===== config.mk =====
export PLATFORM = sky130hd
export DESIGN_NAME = irq_arbiter
export DESIGN_NICKNAME = d
export VERILOG_FILES = /design/src/rtl/irq_arb_pkg.sv /design/src/rtl/irq_pend_bank.sv /design/src/rtl/irq_pick.sv /design/src/rtl/irq_seq.sv /design/src/rtl/irq_arbiter.sv
export SDC_FILE = /design/constraint.sdc
export NUM_CORES = 1
export LEC_CHECK = 0
export ABC_AREA = 1
export ABC_CLOCK_PERIOD_IN_PS = 2700
export BUFFER_PORTS_ARGS = -buffer_cell sky130_fd_sc_hd__buf_4
export CORE_ASPECT_RATIO = 1.1
export CORE_MARGIN = 2
export CORE_UTILIZATION = 40
export CTS_BUF_LIST = sky130_fd_sc_hd__clkbuf_16
export CTS_CLUSTER_DIAMETER = 120
export DETAILED_ROUTE_END_ITERATION = 7
export SETUP_SLACK_MARGIN = 0.1
export SYNTH_ARGS = -nofsm -noshare
export SYNTH_HDL_FRONTEND = slang
export SYNTH_SLANG_ARGS = --single-unit

===== constraint.sdc =====
create_clock -name clk -period 2.7 [get_ports clk]
set_input_delay 0.135 -clock clk [delete_from_list [all_inputs] [get_ports clk]]
set_output_delay 0.135 -clock clk [all_outputs]
set_load 0.05 [all_outputs]

===== src/rtl/irq_arb_pkg.sv =====
package irq_arb_pkg;
  localparam int CODE_W = 8;

  typedef enum logic [1:0] {
    CLS_MCHK = 2'd0,
    CLS_PROG = 2'd1,
    CLS_EXT  = 2'd2,
    CLS_IO   = 2'd3
  } irq_cls_e;

  typedef enum logic [1:0] {
    SQ_RUN   = 2'd0,
    SQ_SWAP  = 2'd1,
    SQ_MLOCK = 2'd2
  } seq_st_e;
endpackage


===== src/rtl/irq_pend_bank.sv =====
// Pending latches for one request class. DROP_MASKED selects whether a
// low enable discards requests (1) or merely leaves them waiting (0).
module irq_pend_bank #(
  parameter int N           = 1,
  parameter bit DROP_MASKED = 1'b0
) (
  input  logic         clk,
  input  logic         rst_n,
  input  logic [N-1:0] req,
  input  logic         accept,
  input  logic         enable,
  input  logic [N-1:0] clr,
  output logic [N-1:0] pend
);
  logic [N-1:0] pend_q;
  logic [N-1:0] pend_d;
  logic [N-1:0] keep;
  logic         admit;

  generate
    if (DROP_MASKED) begin : g_drop
      assign keep  = {N{enable}};
      assign admit = accept & enable;
    end else begin : g_hold
      assign keep  = {N{1'b1}};
      assign admit = accept;
    end
  endgenerate

  always_comb begin
    pend_d = (pend_q & ~clr & keep) | (req & {N{admit}});
  end

  always_ff @(posedge clk or negedge rst_n) begin
    if (!rst_n) pend_q <= '0;
    else        pend_q <= pend_d;
  end

  assign pend = pend_q;
endmodule


===== src/rtl/irq_pick.sv =====
// Lowest-index-first selector over a request vector.
module irq_pick #(
  parameter int N  = 4,
  localparam int IW = (N > 1) ? $clog2(N) : 1
) (
  input  logic [N-1:0]  req,
  output logic          any,
  output logic [IW-1:0] idx,
  output logic [N-1:0]  onehot
);
  always_comb begin
    idx = '0;
    for (int i = N - 1; i >= 0; i--) begin
      if (req[i]) idx = IW'(i);
    end
  end

  assign any    = |req;
  assign onehot = req & ~(req - N'(1));
endmodule


===== src/rtl/irq_seq.sv =====
// Grant sequencer: decides when a grant may issue and which class wins.
module irq_seq
  import irq_arb_pkg::*;
(
  input  logic     clk,
  input  logic     rst_n,
  input  logic     stopped,
  input  logic     waiting,
  input  logic     insn_boundary,
  input  logic     swap_done,
  input  logic     mchk_done,
  input  logic     elig_mchk,
  input  logic     elig_prog,
  input  logic     elig_ext,
  input  logic     elig_io,
  output logic     do_grant,
  output irq_cls_e win_cls,
  output seq_st_e  state
);
  seq_st_e st_q, st_d;
  logic    last_mchk_q, last_mchk_d;
  logic    any_elig;
  logic    open_run;
  logic    open_chain;

  always_comb begin
    if (elig_mchk)      win_cls = CLS_MCHK;
    else if (elig_prog) win_cls = CLS_PROG;
    else if (elig_ext)  win_cls = CLS_EXT;
    else                win_cls = CLS_IO;
  end

  assign any_elig   = elig_mchk | elig_prog | elig_ext | elig_io;
  assign open_run   = (st_q == SQ_RUN) & (insn_boundary | waiting);
  assign open_chain = (st_q == SQ_SWAP) & swap_done & ~last_mchk_q;
  assign do_grant   = any_elig & ~stopped & (open_run | open_chain);

  always_comb begin
    st_d        = st_q;
    last_mchk_d = last_mchk_q;
    if (do_grant) last_mchk_d = (win_cls == CLS_MCHK);
    unique case (st_q)
      SQ_RUN: begin
        if (do_grant) st_d = SQ_SWAP;
      end
      SQ_SWAP: begin
        if (swap_done) begin
          if (last_mchk_q)   st_d = SQ_MLOCK;
          else if (do_grant) st_d = SQ_SWAP;
          else               st_d = SQ_RUN;
        end
      end
      SQ_MLOCK: begin
        if (mchk_done) st_d = SQ_RUN;
      end
      default: st_d = SQ_RUN;
    endcase
  end

  always_ff @(posedge clk or negedge rst_n) begin
    if (!rst_n) begin
      st_q        <= SQ_RUN;
      last_mchk_q <= 1'b0;
    end else begin
      st_q        <= st_d;
      last_mchk_q <= last_mchk_d;
    end
  end

  assign state = st_q;
endmodule


===== src/rtl/irq_arbiter.sv =====
module irq_arbiter
  import irq_arb_pkg::*;
#(
  parameter int EXT_N = 4,
  parameter int IO_N  = 8
) (
  input  logic              clk,
  input  logic              rst_n,
  input  logic              stopped,
  input  logic              waiting,
  input  logic              insn_boundary,
  input  logic              mchk_en,
  input  logic              prog_en,
  input  logic              ext_en,
  input  logic              io_en,
  input  logic              mchk_req,
  input  logic              prog_req,
  input  logic [CODE_W-1:0] prog_code,
  input  logic [EXT_N-1:0]  ext_req,
  input  logic [IO_N-1:0]   io_req,
  input  logic              swap_done,
  input  logic              mchk_done,
  output logic              grant_valid,
  output logic [1:0]        grant_cls,
  output logic [CODE_W-1:0] grant_code,
  output logic              hold_exec,
  output logic              mchk_lock
);
  localparam int EXT_IW = (EXT_N > 1) ? $clog2(EXT_N) : 1;
  localparam int IO_IW  = (IO_N > 1) ? $clog2(IO_N) : 1;

  logic              accept;
  logic              mchk_pend, prog_pend;
  logic [EXT_N-1:0]  ext_pend, ext_elig, ext_oh, ext_clr;
  logic [IO_N-1:0]   io_pend, io_elig, io_oh, io_clr;
  logic              ext_any, io_any;
  logic [EXT_IW-1:0] ext_idx;
  logic [IO_IW-1:0]  io_idx;
  logic              do_grant;
  irq_cls_e          win_cls;
  seq_st_e           state;
  logic              clr_mchk, clr_prog;
  logic [CODE_W-1:0] pcode_q, pcode_d;
  logic              pcode_ld;
  logic [CODE_W-1:0] code_d;
  logic              gv_q;
  logic [1:0]        gcls_q;
  logic [CODE_W-1:0] gcode_q;

  assign accept = ~stopped;

  irq_pend_bank #(.N(1), .DROP_MASKED(1'b1)) u_mchk (
    .clk(clk), .rst_n(rst_n), .req(mchk_req), .accept(accept),
    .enable(mchk_en), .clr(clr_mchk), .pend(mchk_pend)
  );

  irq_pend_bank #(.N(1), .DROP_MASKED(1'b1)) u_prog (
    .clk(clk), .rst_n(rst_n), .req(prog_req), .accept(accept),
    .enable(prog_en), .clr(clr_prog), .pend(prog_pend)
  );

  irq_pend_bank #(.N(EXT_N), .DROP_MASKED(1'b0)) u_ext (
    .clk(clk), .rst_n(rst_n), .req(ext_req), .accept(accept),
    .enable(ext_en), .clr(ext_clr), .pend(ext_pend)
  );

  irq_pend_bank #(.N(IO_N), .DROP_MASKED(1'b0)) u_io (
    .clk(clk), .rst_n(rst_n), .req(io_req), .accept(accept),
    .enable(io_en), .clr(io_clr), .pend(io_pend)
  );

  assign ext_elig = ext_pend & {EXT_N{ext_en}};
  assign io_elig  = io_pend & {IO_N{io_en}};

  irq_pick #(.N(EXT_N)) u_ext_pick (
    .req(ext_elig), .any(ext_any), .idx(ext_idx), .onehot(ext_oh)
  );

  irq_pick #(.N(IO_N)) u_io_pick (
    .req(io_elig), .any(io_any), .idx(io_idx), .onehot(io_oh)
  );

  irq_seq u_seq (
    .clk(clk), .rst_n(rst_n), .stopped(stopped), .waiting(waiting),
    .insn_boundary(insn_boundary), .swap_done(swap_done),
    .mchk_done(mchk_done), .elig_mchk(mchk_pend), .elig_prog(prog_pend),
    .elig_ext(ext_any), .elig_io(io_any), .do_grant(do_grant),
    .win_cls(win_cls), .state(state)
  );

  // Clear strobes for the winning class only.
  assign clr_mchk = do_grant & (win_cls == CLS_MCHK);
  assign clr_prog = do_grant & (win_cls == CLS_PROG);
  assign ext_clr  = ext_oh & {EXT_N{do_grant & (win_cls == CLS_EXT)}};
  assign io_clr   = io_oh & {IO_N{do_grant & (win_cls == CLS_IO)}};

  // Program/supervisor-call code captured when its request is admitted.
  assign pcode_ld = prog_req & accept & prog_en;
  assign pcode_d  = pcode_ld ? prog_code : pcode_q;

  always_ff @(posedge clk or negedge rst_n) begin
    if (!rst_n) pcode_q <= '0;
    else        pcode_q <= pcode_d;
  end

  always_comb begin
    unique case (win_cls)
      CLS_MCHK: code_d = '0;
      CLS_PROG: code_d = pcode_q;
      CLS_EXT:  code_d = CODE_W'(ext_idx);
      default:  code_d = CODE_W'(io_idx);
    endcase
  end

  always_ff @(posedge clk or negedge rst_n) begin
    if (!rst_n) begin
      gv_q    <= 1'b0;
      gcls_q  <= 2'd0;
      gcode_q <= '0;
    end else begin
      gv_q <= do_grant;
      if (do_grant) begin
        gcls_q  <= win_cls;
        gcode_q <= code_d;
      end
    end
  end

  assign grant_valid = gv_q;
  assign grant_cls   = gcls_q;
  assign grant_code  = gcode_q;
  assign hold_exec   = (state == SQ_SWAP);
  assign mchk_lock   = (state == SQ_MLOCK);
endmodule


# Word level (Yosys, flattened, before mapping)
# Index checks and enable logic that the tools add are counted.
# word_totals
latchBits	0
mem_bits_rw	0
mem_count	0
out_inout_bits	13
romBits	0
in_bits	33
word_cells	93
regBits	36
# op_classes
n_mul	0
n_reduce_logical	5
bitwise	46
mux	22
eq_ne	8
n_shift	0
div	0
add_sub_neg	2
order_cmp	0
# op_table
cell	n
$and A8 B8 Y8	5
$mux W3	8
$pmux W8 S3	1
$and A4 B4 Y4	5
$mux W2	10
$and A1 B1 Y1	19
$not A8 Y8	2
$not A4 Y4	2
$or A8 B8 Y8	1
$reduce_or A8 Y1	1
$sub A8 B1 Y8 const B	1
$or A1 B1 Y1	7
$eq A2 B2 Y1 const B	3
$ne A2 B2 Y1 const B	3
$pmux W2 S3	1
$eq A2 B1 Y1 const B	2
$logic_not A2 Y1	2
$not A1 Y1	4
$or A4 B4 Y4	1
$reduce_or A4 Y1	1
$sub A4 B1 Y4 const B	1
$reduce_and A3 Y1	1
$mux W1	2

# Logic depth before layout (Yosys ltp)
# Gate-level depths: netlist of run 1.
# depth
word_depth	11
ltp_mapped	10

# Cells and area by module
# A second synthesis of run 1 with hierarchy kept.
# hier_totals
cells_unflattened	298
area_unflattened_um2	2042.0
# modules_own_cells
mod	area_each_um2	n_inst	cells_each
irq_arbiter	1067.3	1	150
irq_pend_bank (u_io)	325.3	1	41
irq_seq	178.9	1	25
irq_pend_bank (u_ext)	160.2	1	20
irq_pick (u_io_pick)	160.2	1	37
irq_pend_bank (u_mchk ...)	42.5	2	5
irq_pick (u_ext_pick)	65.1	1	15

# Worst setup path before layout of run 1
# Ideal clock, no wire load.
# synth_path
path_type	register -> register
start	register u_seq.st_q[0], in the netlist u_seq.state[0]
end	register u_seq.st_q[1], in the netlist u_seq.state[1]
required_time_ps	2582
period_less_slack_ps	1650
arrival_time_ps	1532
stages_incl_launch_ff	7
n_path_buf	0
setup_slack_ps	1050
setup_time_ps	118
path_cell_list	dfrtp_1 -> inv_1 -> nor2_1 -> inv_1 -> o21ai_0 -> nand3b_1 -> nand2_1
# synth_between
elab_chain_cells	7
word_cells_on_any_way	13
# synth_lines
item	line_no	source
start: declaration	irq_seq.sv:20	seq_st_e st_q, st_d;
start signal: assignment	irq_seq.sv:65	st_q <= st_d;
$eq A2 B1 Y1 (*)	-	
named net hold_exec	irq_arbiter.sv:26	output logic hold_exec,
$and A1 B1 Y1 (2 in a row)	irq_seq.sv:35	assign open_chain = (st_q == SQ_SWAP) & swap_done & ~last_mchk_q;
$or A1 B1 Y1	irq_seq.sv:36	assign do_grant = any_elig & ~stopped & (open_run | open_chain);
$and A1 B1 Y1	irq_seq.sv:36	
$ne A2 B2 Y1 (no source line)	-	
$reduce_and A3 Y1 (no source line)	-	
# Mark *: on every way through the listed nets, which the timed path passes. The rest lies on a longest branch.
# A chain may end at the register's enable or synchronous reset.

# Worst setup path in the final report of run 1
# layout_path
start	register u_seq.st_q[1], in the netlist u_seq.state[1]
end	register u_prog.pend_q, in the netlist u_prog.pend
# layout_between
elab_chain_cells	10
word_cells_on_any_way	12
# layout_lines
item	line_no	source
$eq A2 B1 Y1	irq_seq.sv:35	
$and A1 B1 Y1 (2 in a row)	irq_seq.sv:35	
$or A1 B1 Y1 (*)	irq_seq.sv:36	
$and A1 B1 Y1 (*)	irq_seq.sv:36	
$and A1 B1 Y1 (*)	irq_arbiter.sv:93	assign clr_prog = do_grant & (win_cls == CLS_PROG);
$not A1 Y1 (*)	irq_pend_bank.sv:31	pend_d = (pend_q & ~clr & keep) | (req & {N{admit}});
$and A1 B1 Y1 (*) (2 in a row)	irq_pend_bank.sv:31	
$or A1 B1 Y1 (*)	irq_pend_bank.sv:31	
named net u_prog.pend_d	irq_pend_bank.sv:16	logic [N-1:0] pend_d;
end signal: assignment	irq_pend_bank.sv:36	else pend_q <= pend_d;
end: declaration	irq_pend_bank.sv:15	logic [N-1:0] pend_q;
# Marks and branches as above.

==> impl_metrics.yaml, run 1 <==
outcome:
  status: "completed"
cts:
  numCtsBuffers: 5
  cts_setup_buffers: 0
  cts_tree: "built"
  postCtsHoldBufs: 1
  clk_pin_slew_ns: 0.06
  cts_max_level: 2
  cts_buffer_depth: 2
  cts.sinks: 36
  cts_root_buf: "clkbuf_16"
  clkLatencyLatePin_ns: 0.28
  cts_resized: 0
finish:
  drive_gt1_frac: 0.290
  finalNetCount: 308
  synthToLayoutAreaGrowth_pct: 30.0
  num_antenna_cells: 0
critical_path:
  cp.arrival_ns: 1.83
  worstPathMaxFanout: 21
  critPathCaptureType: "flop"
  reg2reg_slack_ns: 1.0
  startpoint: "u_seq.state[1]"
  reg2reg_to: "u_prog.pend"
  cp-start-kind: "flop"
  worstPathRequired_ns: 2.83
  reg2reg_from: "u_seq.state[1]"
  reg2reg_depth: 6
  crit_end: "u_prog.pend"
  worstSetupPathType: "flop to flop"
place:
  dp_hpwl_um: 3040
  dp_slack_ns: 0.981
  routabilityCongestion: 0.807
  portBuffers: 45
global_routing:
  antenna_found_initial: 0
  grt_max_degree: 37
  track_usage: 0.183
  grt-ovfl-total: 0
  grt_pass1_wl_um: 6940
  grt_pass1_vias: 1573
floorplan:
  die_x_um: 68.9
  pin_count: 46
  rows: 25
  dieArea_um2: 5190
  core_area_um2: 4380
  dieHeight_um: 75.4
  start_util: 0.423
sta:
  slew_violations: 0
  min_period_over_period: 0.631
  rsz0062_at_grt: "no"
  timing.setup.tns_ns: 0
  tightestPinTransition_ns: 0.474
  finalHoldViolCount: 0
  setup-violations-final: 0
  clock.fmax_mhz: 587
  skew_ns: 0.00485
  slew_headroom: 0.684
  worst_slack_ns: 0.996
  final.min_clock_period_ns: 1.70
yosys:
  synthCells: 226
  synth_flop_cell: "dfrtp_1"
  yosys_warnings: 0
  synth_top_area_cell: "dfrtp_1"
  synthArstFlopShare: 1.00
  yosysMostFrequentCell: "nand2_1"
  synth_edf_count: 0
  synth_top_area_share: 0.486
  syn-num-nets: 259
  syn_area_um2: 1850
  ys_ff_latch: 36
  ys_seq_area_frac: 0.486
  synth.distinct_cells: 28
  avgSynthCellArea_um2: 8.19
  ys_top_cells_by_area: "dfrtp_1, nand2_1, inv_1"
  synthTopCellsByCount: "nand2_1, dfrtp_1, inv_1"
detailed_routing:
  first_pass_iters: 4
  ant_nets: 0
  wire_per_inst_um: 12.6
  via_count: 1582
  drcViolationCount: 0
  drtIter0Drc: 81
  viasPerCell: 4.79
  finalWirelength_um: 4170
power:
  p_per_area_nw_per_um2: 913
  p_leak_uw: 0.00125
  ir_worst_vdd_uv: 465
job:
  maxCapViolCount: 0
hold_path:
  hold_class: "primary input to flop"
[through the flow]
step	util	hold WS [ns]	cell area [um2]	power (uW)	std cells
3_3_place_gp	0.509	0.129	2230	1550	321
5_1_grt	0.550	0.0541	2410	2320	330
2_1_floorplan	-	-0.161	1850	1320	226
3_5_place_dp	0.509	0.128	2230	1560	321
4_1_cts	0.550	0.0478	2410	2220	330
6_report	0.550	0.0514	2410	2200	330
[how the worst min path moves through the flow]
stage | slack [ns] | cells after the start | endpoint | startpoint
floorplan | -0.16 | 0 | grant_cls[0] | rst_n
CTS | 0.05 | 3 | u_io.pend[3] | io_req[3]
global placement | 0.13 | 1 | pcode_q[4] | rst_n
finish | 0.05 | 3 | u_io.pend[3] | io_req[3]
global route | 0.05 | 3 | u_io.pend[6] | io_req[6]
detailed placement | 0.13 | 1 | pcode_q[4] | rst_n
[worst max-delay path, stage by stage, from the launching register on]
cell and delay [ns]:
dfrtp_1 0.41, nor2_1 0.13, nand3_1 0.12, a21oi_4 0.30
nand2_4 0.23, nor2_2 0.25, o21ai_0 0.11
[cell usage in the layout, fill, tap and decap left out, drive strengths merged]
master and instances:
nand2 95, buf 46, dfrtp 36, inv 21, nor2 21, nand4 10
nand3 10, o21ai 9, a21oi 8, mux2 5, clkbuf 5, nand3b 2
o22ai 2, nor3b 1, or2 1, clkinv 1, clkinvlp 1, bufinv 1
dlygate4sd3 1
[cells by family after synthesis]
| family | synth area share |
|---|---|
| muxes | 0.0304 |
| buffers and inverters | 0.0615 |
| AOI/OAI and AO/OA | 0.0649 |
| DFF | 0.486 |
| and+or+nand+nor | 0.357 |
[state kept, by name, summed over array words and instances, names as in the netlist]
name / cells
grant_code: 8
pcode_q: 8
u_io.pend: 8
u_ext.pend: 4
grant_cls: 2
u_seq.state: 2
grant_valid: 1
u_mchk.pend: 1
u_prog.pend: 1
u_seq.last_mchk_q: 1
[area by class of cell]
class,count,area (um2)
clock buffers,5,125
clock inverters,3,42.5
fillers,437,1970
inverters,21,78.8
multi-input cells,164,837
flip-flops and latches,36,901
well taps,54,67.6
repair buffers,47,355
[power breakdown]
| group | total (uW) | switching (uW) | internal, uW |
|---|---|---|---|
| Combinational | 802 | 547 | 255 |
| Sequential | 740 | 80.0 | 660 |
| Clock | 655 | 222 | 433 |
[per-layer routing]
| layer | up-vias | share of wire | track usage |
|---|---|---|---|
| met4 | 0 | 0.014 | 0.0654 |
| met3 | 6 | 0.048 | 0.0487 |
| li1 | 815 | - | - |
| met2 | 30 | 0.48 | 0.316 |
| met5 | - | 0 | 0 |
| met1 | 731 | 0.45 | 0.218 |
No activity file was read; power rests on OpenSTA's default activity.
==> run 2: changes to the inputs <==
--- a/config.mk
+++ b/config.mk
@@ -6,7 +6,7 @@
 export NUM_CORES = 1
 export LEC_CHECK = 0
 export ABC_AREA = 1
-export ABC_CLOCK_PERIOD_IN_PS = 2700
+export ABC_CLOCK_PERIOD_IN_PS = 1800
 export BUFFER_PORTS_ARGS = -buffer_cell sky130_fd_sc_hd__buf_4
 export CORE_ASPECT_RATIO = 1.1
 export CORE_MARGIN = 2
==> constraint.sdc (replaced) <==
create_clock -name clk -period 1.8 [get_ports clk]
set_input_delay 0.09 -clock clk [delete_from_list [all_inputs] [get_ports clk]]
set_output_delay 0.09 -clock clk [all_outputs]
set_load 0.05 [all_outputs]
==> run 2 against run 1 <==
Clock power up 46%. First-iteration DRC count up 36%. Final area up 1.6%. Sequential share of layout area down 0.57 points. Flip-flop and latch count unchanged. Clock skew up 0.00067 ns. Power up 50%. Largest cell class unchanged.
==> impl_metrics.yaml, run 2 (same netlist as run 1, synthesis figures left out) <==
outcome:
  status: "completed"
sta:
  rsz0062_at_grt: "no"
  clock.fmax_mhz: 632
  slew_violations: 0
  min_period_over_period: 0.879
  tightestPinTransition_ns: 0.451
  final.min_clock_period_ns: 1.58
  setup-violations-final: 0
  hold_slack_ns: 0.0113
  worst_slack_ns: 0.217
  timing.setup.tns_ns: 0
  skew_ns: 0.00551
  finalHoldViolCount: 0
  slew_headroom: 0.699
critical_path:
  worst_path_max_delay_cell: "dfrtp_1"
  cp.arrival_ns: 1.75
  worstPathMaxFanout: 11
  cp_common_cell: "nand2_1"
  crit_buf_inv: 0
  cp-start-kind: "flop"
  crit_family: "simple AND/OR/NAND/NOR gates"
  cp_slowest_stage_delay_ns: 0.43
  reg2reg_depth: 8
  worst-path-stages: 8
  cp_cell_sequence: "nor2_4 > nand2_4 > nor2_8 > nand3_4 > nand2_8 > nor2_2 > nand2_1 > nand2_1"
  critPathCaptureType: "flop"
  worstSetupPathType: "flop to flop"
  worstPathRequired_ns: 1.96
global_routing:
  grt-ovfl-total: 0
  grt_pass1_wl_um: 6800
  grt_max_degree: 37
  antenna_found_initial: 0
  grt_pass1_vias: 1531
  track_usage: 0.178
job:
  maxCapViolCount: 0
detailed_routing:
  first_pass_iters: 6
  via_count: 1602
  drcViolationCount: 0
  viasPerCell: 4.80
  ant_nets: 0
  wire_per_inst_um: 12.5
  drtIter0Drc: 110
  finalWirelength_um: 4160
finish:
  synthToLayoutAreaGrowth_pct: 32.0
  layout_common_cells: "nand2_1, buf_4, dfrtp_1"
  seq_area_um2: 901
  num_antenna_cells: 0
  mostFrequentLayoutCell: "nand2_1"
  drive_gt1_frac: 0.293
  fillers: 423
  finalNetCount: 312
  multi_input_area_um2: 857
floorplan:
  dieHeight_um: 75.4
  core_area_um2: 4380
  die_x_um: 68.9
  pin_count: 46
  dieArea_um2: 5190
  start_util: 0.423
  rows: 25
cts:
  clk_pin_slew_ns: 0.06
  cts_buffer_depth: 2
  numCtsBuffers: 5
  cts_root_buf: "clkbuf_16"
  cts_max_level: 2
  cts_tree: "built"
  cts.sinks: 36
  clkLatencyLatePin_ns: 0.27
place:
  routabilityCongestion: 0.882
  portBuffers: 45
  dp_hpwl_um: 2950
  dp_slack_ns: 0.117
power:
  p_total_uw: 3300
  ir_worst_vdd_uv: 908
  p_per_area_nw_per_um2: 1350
  p_leak_uw: 0.00127
hold_path:
  min_path_cells: 3
  hold_class: "primary input to flop"
==> run 2: final cells by class <==
type / count / share of cell area
Clock buffer: 5 / 0.0512
Clock inverter: 3 / 0.0154
Timing Repair Buffer: 50 / 0.155
Sequential cell: 36 / 0.368
Tap cell: 54 / 0.0276
Inverter: 21 / 0.0322
Multi-Input combinational cell: 165 / 0.351
==> run 2: where the power goes <==
part | leakage [uW] | switching, uW | total [uW] | internal [uW]
Sequential | 0.000408 | 124 | 1110 | 990
Clock | 0.0000789 | 313 | 956 | 643
Combinational | 0.000783 | 835 | 1230 | 398
==> run 2: worst reg2reg max path, cell delays in order (launching register included) <==
cell and delay [ns]:
dfrtp_1 0.43, nor2_4 0.20, nand2_4 0.09, nor2_8 0.18
nand3_4 0.20, nand2_8 0.18, nor2_2 0.09, nand2_1 0.07
nand2_1 0.04
==> run 2: metrics by stage <==
stage	cell area [um2]	util	std cells
detailed placement	2240	0.511	322
global route	2440	0.558	334
floorplan	1850	-	226
finish	2440	0.558	334
global placement	2240	0.511	322
CTS	2420	0.552	331
==> run 2: timing repair <==
action	4_1_cts	5_1_grt
gates resized for setup	1	0
setup endpoints to repair	1	6
endpoints found under the hold margin	36	0
setup buffers	0	2
pin swaps	0	2
hold buffers	1	0
cloned	0	1
==> run 2: path summary, 6_finish.rpt <==
path,from,endpoint,slack [ns]
max in group asynchronous,rst_n,u_ext.pend[1],1.16
hold / removal,io_req[3],u_io.pend[3],0.01
hold reg to reg,pcode_q[7],grant_code[7],0.46
min in group asynchronous,rst_n,pcode_q[4],0.30
setup reg to reg,u_mchk.pend,grant_code[3],0.22
setup / recovery,u_mchk.pend,grant_code[3],0.22
==> run 2: metal layers <==
metal | vias to the layer above | track usage | wire length (um)
li1 | 826 | - | -
met1 | 729 | 0.239 | 1920
met2 | 40 | 0.287 | 1940
met3 | 7 | 0.0325 | 234
met4 | 0 | 0.0654 | 70
met5 | - | 0 | 0
==> run 3: changes to the inputs <==
--- a/config.mk
+++ b/config.mk
@@ -5,7 +5,6 @@
 export SDC_FILE = /design/constraint.sdc
 export NUM_CORES = 1
 export LEC_CHECK = 0
-export ABC_AREA = 1
 export ABC_CLOCK_PERIOD_IN_PS = 1800
 export BUFFER_PORTS_ARGS = -buffer_cell sky130_fd_sc_hd__buf_4
 export CORE_ASPECT_RATIO = 1.1
@@ -14,6 +13,7 @@
 export CTS_BUF_LIST = sky130_fd_sc_hd__clkbuf_16
 export CTS_CLUSTER_DIAMETER = 120
 export DETAILED_ROUTE_END_ITERATION = 7
+export PLACE_DENSITY = 0.71
 export SETUP_SLACK_MARGIN = 0.1
 export SYNTH_ARGS = -nofsm -noshare
 export SYNTH_HDL_FRONTEND = slang
==> run 3 against run 2 <==
The run now ends with setup timing left. Area after synthesis shrank 10%. Final area grew 4.6%. Flip-flop and latch count is the same. Cell count shrank 9.9%. Register-to-register slack lost 0.58 ns. Sequential share of layout area shrank 1.6 points. Critical endpoint is now u_io.pend[6].
==> impl_metrics.yaml, run 3 <==
outcome:
  status: "finished, violations left"
  violations: "setup timing"
cts:
  cts_max_level: 2
  clk_pin_slew_ns: 0.06
  cts_tree: "built"
  cts_buffer_depth: 2
  numCtsBuffers: 5
  clkLatencyLatePin_ns: 0.28
  cts_root_buf: "clkbuf_16"
  cts.sinks: 36
critical_path:
  cp_cell_sequence: "or4_4 > or3b_4 > or4_4 > o31ai_4 > o21ai_1"
  reg2reg_to: "u_io.pend[6]"
  worst_path_max_delay_cell: "or4_4"
  reg2reg_slack_ns: -0.36
  worstSetupPathType: "flop to flop"
  worstPathMaxFanout: 4
  reg2reg_from: "u_io.pend[1]"
  reg2reg_depth: 5
  critPathCaptureType: "flop"
  crit_family: "simple AND/OR/NAND/NOR gates"
  cp_common_cell: "or4_4"
  crit_buf_inv: 0
  cp.arrival_ns: 2.32
  worstPathRequired_ns: 1.96
  startpoint: "u_io.pend[1]"
  cp-start-kind: "flop"
  cp_slowest_stage_delay_ns: 0.55
yosys:
  synthMuxAreaShare: 0.0679
  synth_top_area_cell: "dfrtp_1"
  synth_edf_count: 0
  synthArstFlopShare: 1.00
  synth-simple-area-share: 0.143
  synth.distinct_cells: 29
  ys_seq_area_frac: 0.543
  syn_area_um2: 1660
  synth_top_area_share: 0.543
  syn-num-nets: 199
  synth_flop_cell: "dfrtp_1"
  synthTopCellsByCount: "dfrtp_1, o21ai_0, nand2_1"
  ys_ff_latch: 36
  synthCells: 166
  synth_xor_area_frac: 0
  synth_top_family_by_area: "compound AO/OA/AOI/OAI gates"
  avgSynthCellArea_um2: 9.99
  synthAdderAreaFrac: 0
  yosys_warnings: 0
  ys_top_cells_by_area: "dfrtp_1, o21ai_0, mux2_2"
  synth_compound_area_frac: 0.199
  yosysMostFrequentCell: "dfrtp_1"
sta:
  setup-violations-final: 22
  finalHoldViolCount: 0
  min_period_over_period: 1.20
  hold_slack_ns: 0.0334
  tightestPinTransition_ns: 0.457
  clock.fmax_mhz: 463
  skew_ns: 0.00411
  final.min_clock_period_ns: 2.16
  worst_slack_ns: -0.361
  slew_headroom: 0.695
  slew_violations: 0
  rsz0062_at_grt: "yes"
finish:
  mostFrequentLayoutCell: "buf_4"
  layout_common_cells: "buf_4, dfrtp_1, nand2_1"
  drive_gt1_frac: 0.430
  num_antenna_cells: 0
  finalNetCount: 281
  synthToLayoutAreaGrowth_pct: 54.1
  fillers: 334
  stdcell_count: 301
global_routing:
  track_usage: 0.191
  grt_pass1_vias: 1446
  grt_pass1_wl_um: 6760
  antenna_found_initial: 0
  grt-ovfl-total: 0
  grt_max_degree: 37
power:
  p_int_uw: 1990
  power_frac_comb: 0.318
  ir_worst_vdd_uv: 520
  seq_power_share: 0.351
  p_sw_uw: 933
  p_leak_uw: 0.00119
  p_sw_frac: 0.319
  p_per_area_nw_per_um2: 1140
  p_clk_frac: 0.331
detailed_routing:
  via_count: 1518
  viasPerCell: 5.04
  wire_per_inst_um: 14.3
  first_pass_iters: 7
  ant_nets: 0
  drtIter0Drc: 85
  finalWirelength_um: 4300
  drcViolationCount: 0
place:
  dp_hpwl_um: 2870
  dpl.cell_count: 286
  routabilityCongestion: 0.920
  dp_slack_ns: -0.331
  portBuffers: 45
floorplan:
  dieHeight_um: 71.5
  die_x_um: 65.4
  core_area_um2: 3960
  start_util: 0.419
  dieArea_um2: 4680
  rows: 24
  pin_count: 46
hold_path:
  hp-start: "mchk_en"
  hold_end: "u_mchk.pend"
  min_path_cells: 2
  hold_class: "primary input to flop"
job:
  maxCapViolCount: 0
run 3: worst max path at each step:
stage | to | slack (ns) | cells past startpoint
after global placement | u_io.pend[6] | -0.30 | 5
after detailed placement | u_io.pend[6] | -0.33 | 5
after CTS | u_io.pend[6] | -0.34 | 5
after floorplan | u_io.pend[6] | -0.29 | 5
after global routing | u_io.pend[6] | -0.43 | 5
final | u_io.pend[6] | -0.36 | 5
run 3: metal layers:
| metal | up-vias | wire [um] | global-route usage |
|---|---|---|---|
| met5 | - | 0 | 0 |
| met4 | 0 | 34 | 0.0741 |
| met3 | 2 | 234 | 0.0487 |
| met2 | 45 | 2190 | 0.303 |
| met1 | 727 | 1840 | 0.254 |
| li1 | 744 | - | - |
run 3: cell families after synthesis:
kind of cell / after synthesis
AOI/OAI and AO/OA: 54
buffers and inverters: 20
DFF: 36
and+or+nand+nor: 46
muxes: 10
run 3: layout make-up:
class	instances	area [um2]	area share
Tap cell	52	65.1	0.0254
Multi-Input combinational cell	110	737	0.288
Inverter	16	60.1	0.0235
Clock buffer	5	125	0.0489
Clock inverter	3	38.8	0.0152
Timing Repair Buffer	79	631	0.247
Sequential cell	36	901	0.352
run 3: metrics by stage:
step / power (uW) / instance area, um2 / TNS, ns / utilization
CTS: 2840 / 2460 / -4.17 / 0.620
floorplan: 1510 / 1680 / -1.07 / -
finish: 2920 / 2560 / -5.06 / 0.645
detailed placement: 1850 / 2260 / -5.39 / 0.570
global route: 3050 / 2560 / -6.20 / 0.645
global placement: 1840 / 2260 / -4.75 / 0.570
run 3: repair_timing:
item / in CTS / in global routing
buffers inserted: 2 / 3
endpoints found under the setup margin: 25 / 25
cloned: 0 / 1
resized for setup: 11 / 22
hold buffers: 1 / 0
endpoints found under the hold margin: 36 / 0
pin swaps: 3 / 3
run 3: power by group through the flow:
stage / clock network (uW) / logic, uW / registers, uW
floorplan: 0 / 275 / 1230
global placement: 0 / 809 / 1030
detailed placement: 0 / 819 / 1030
CTS: 972 / 850 / 1020
global route: 1020 / 991 / 1040
finish: 969 / 929 / 1020
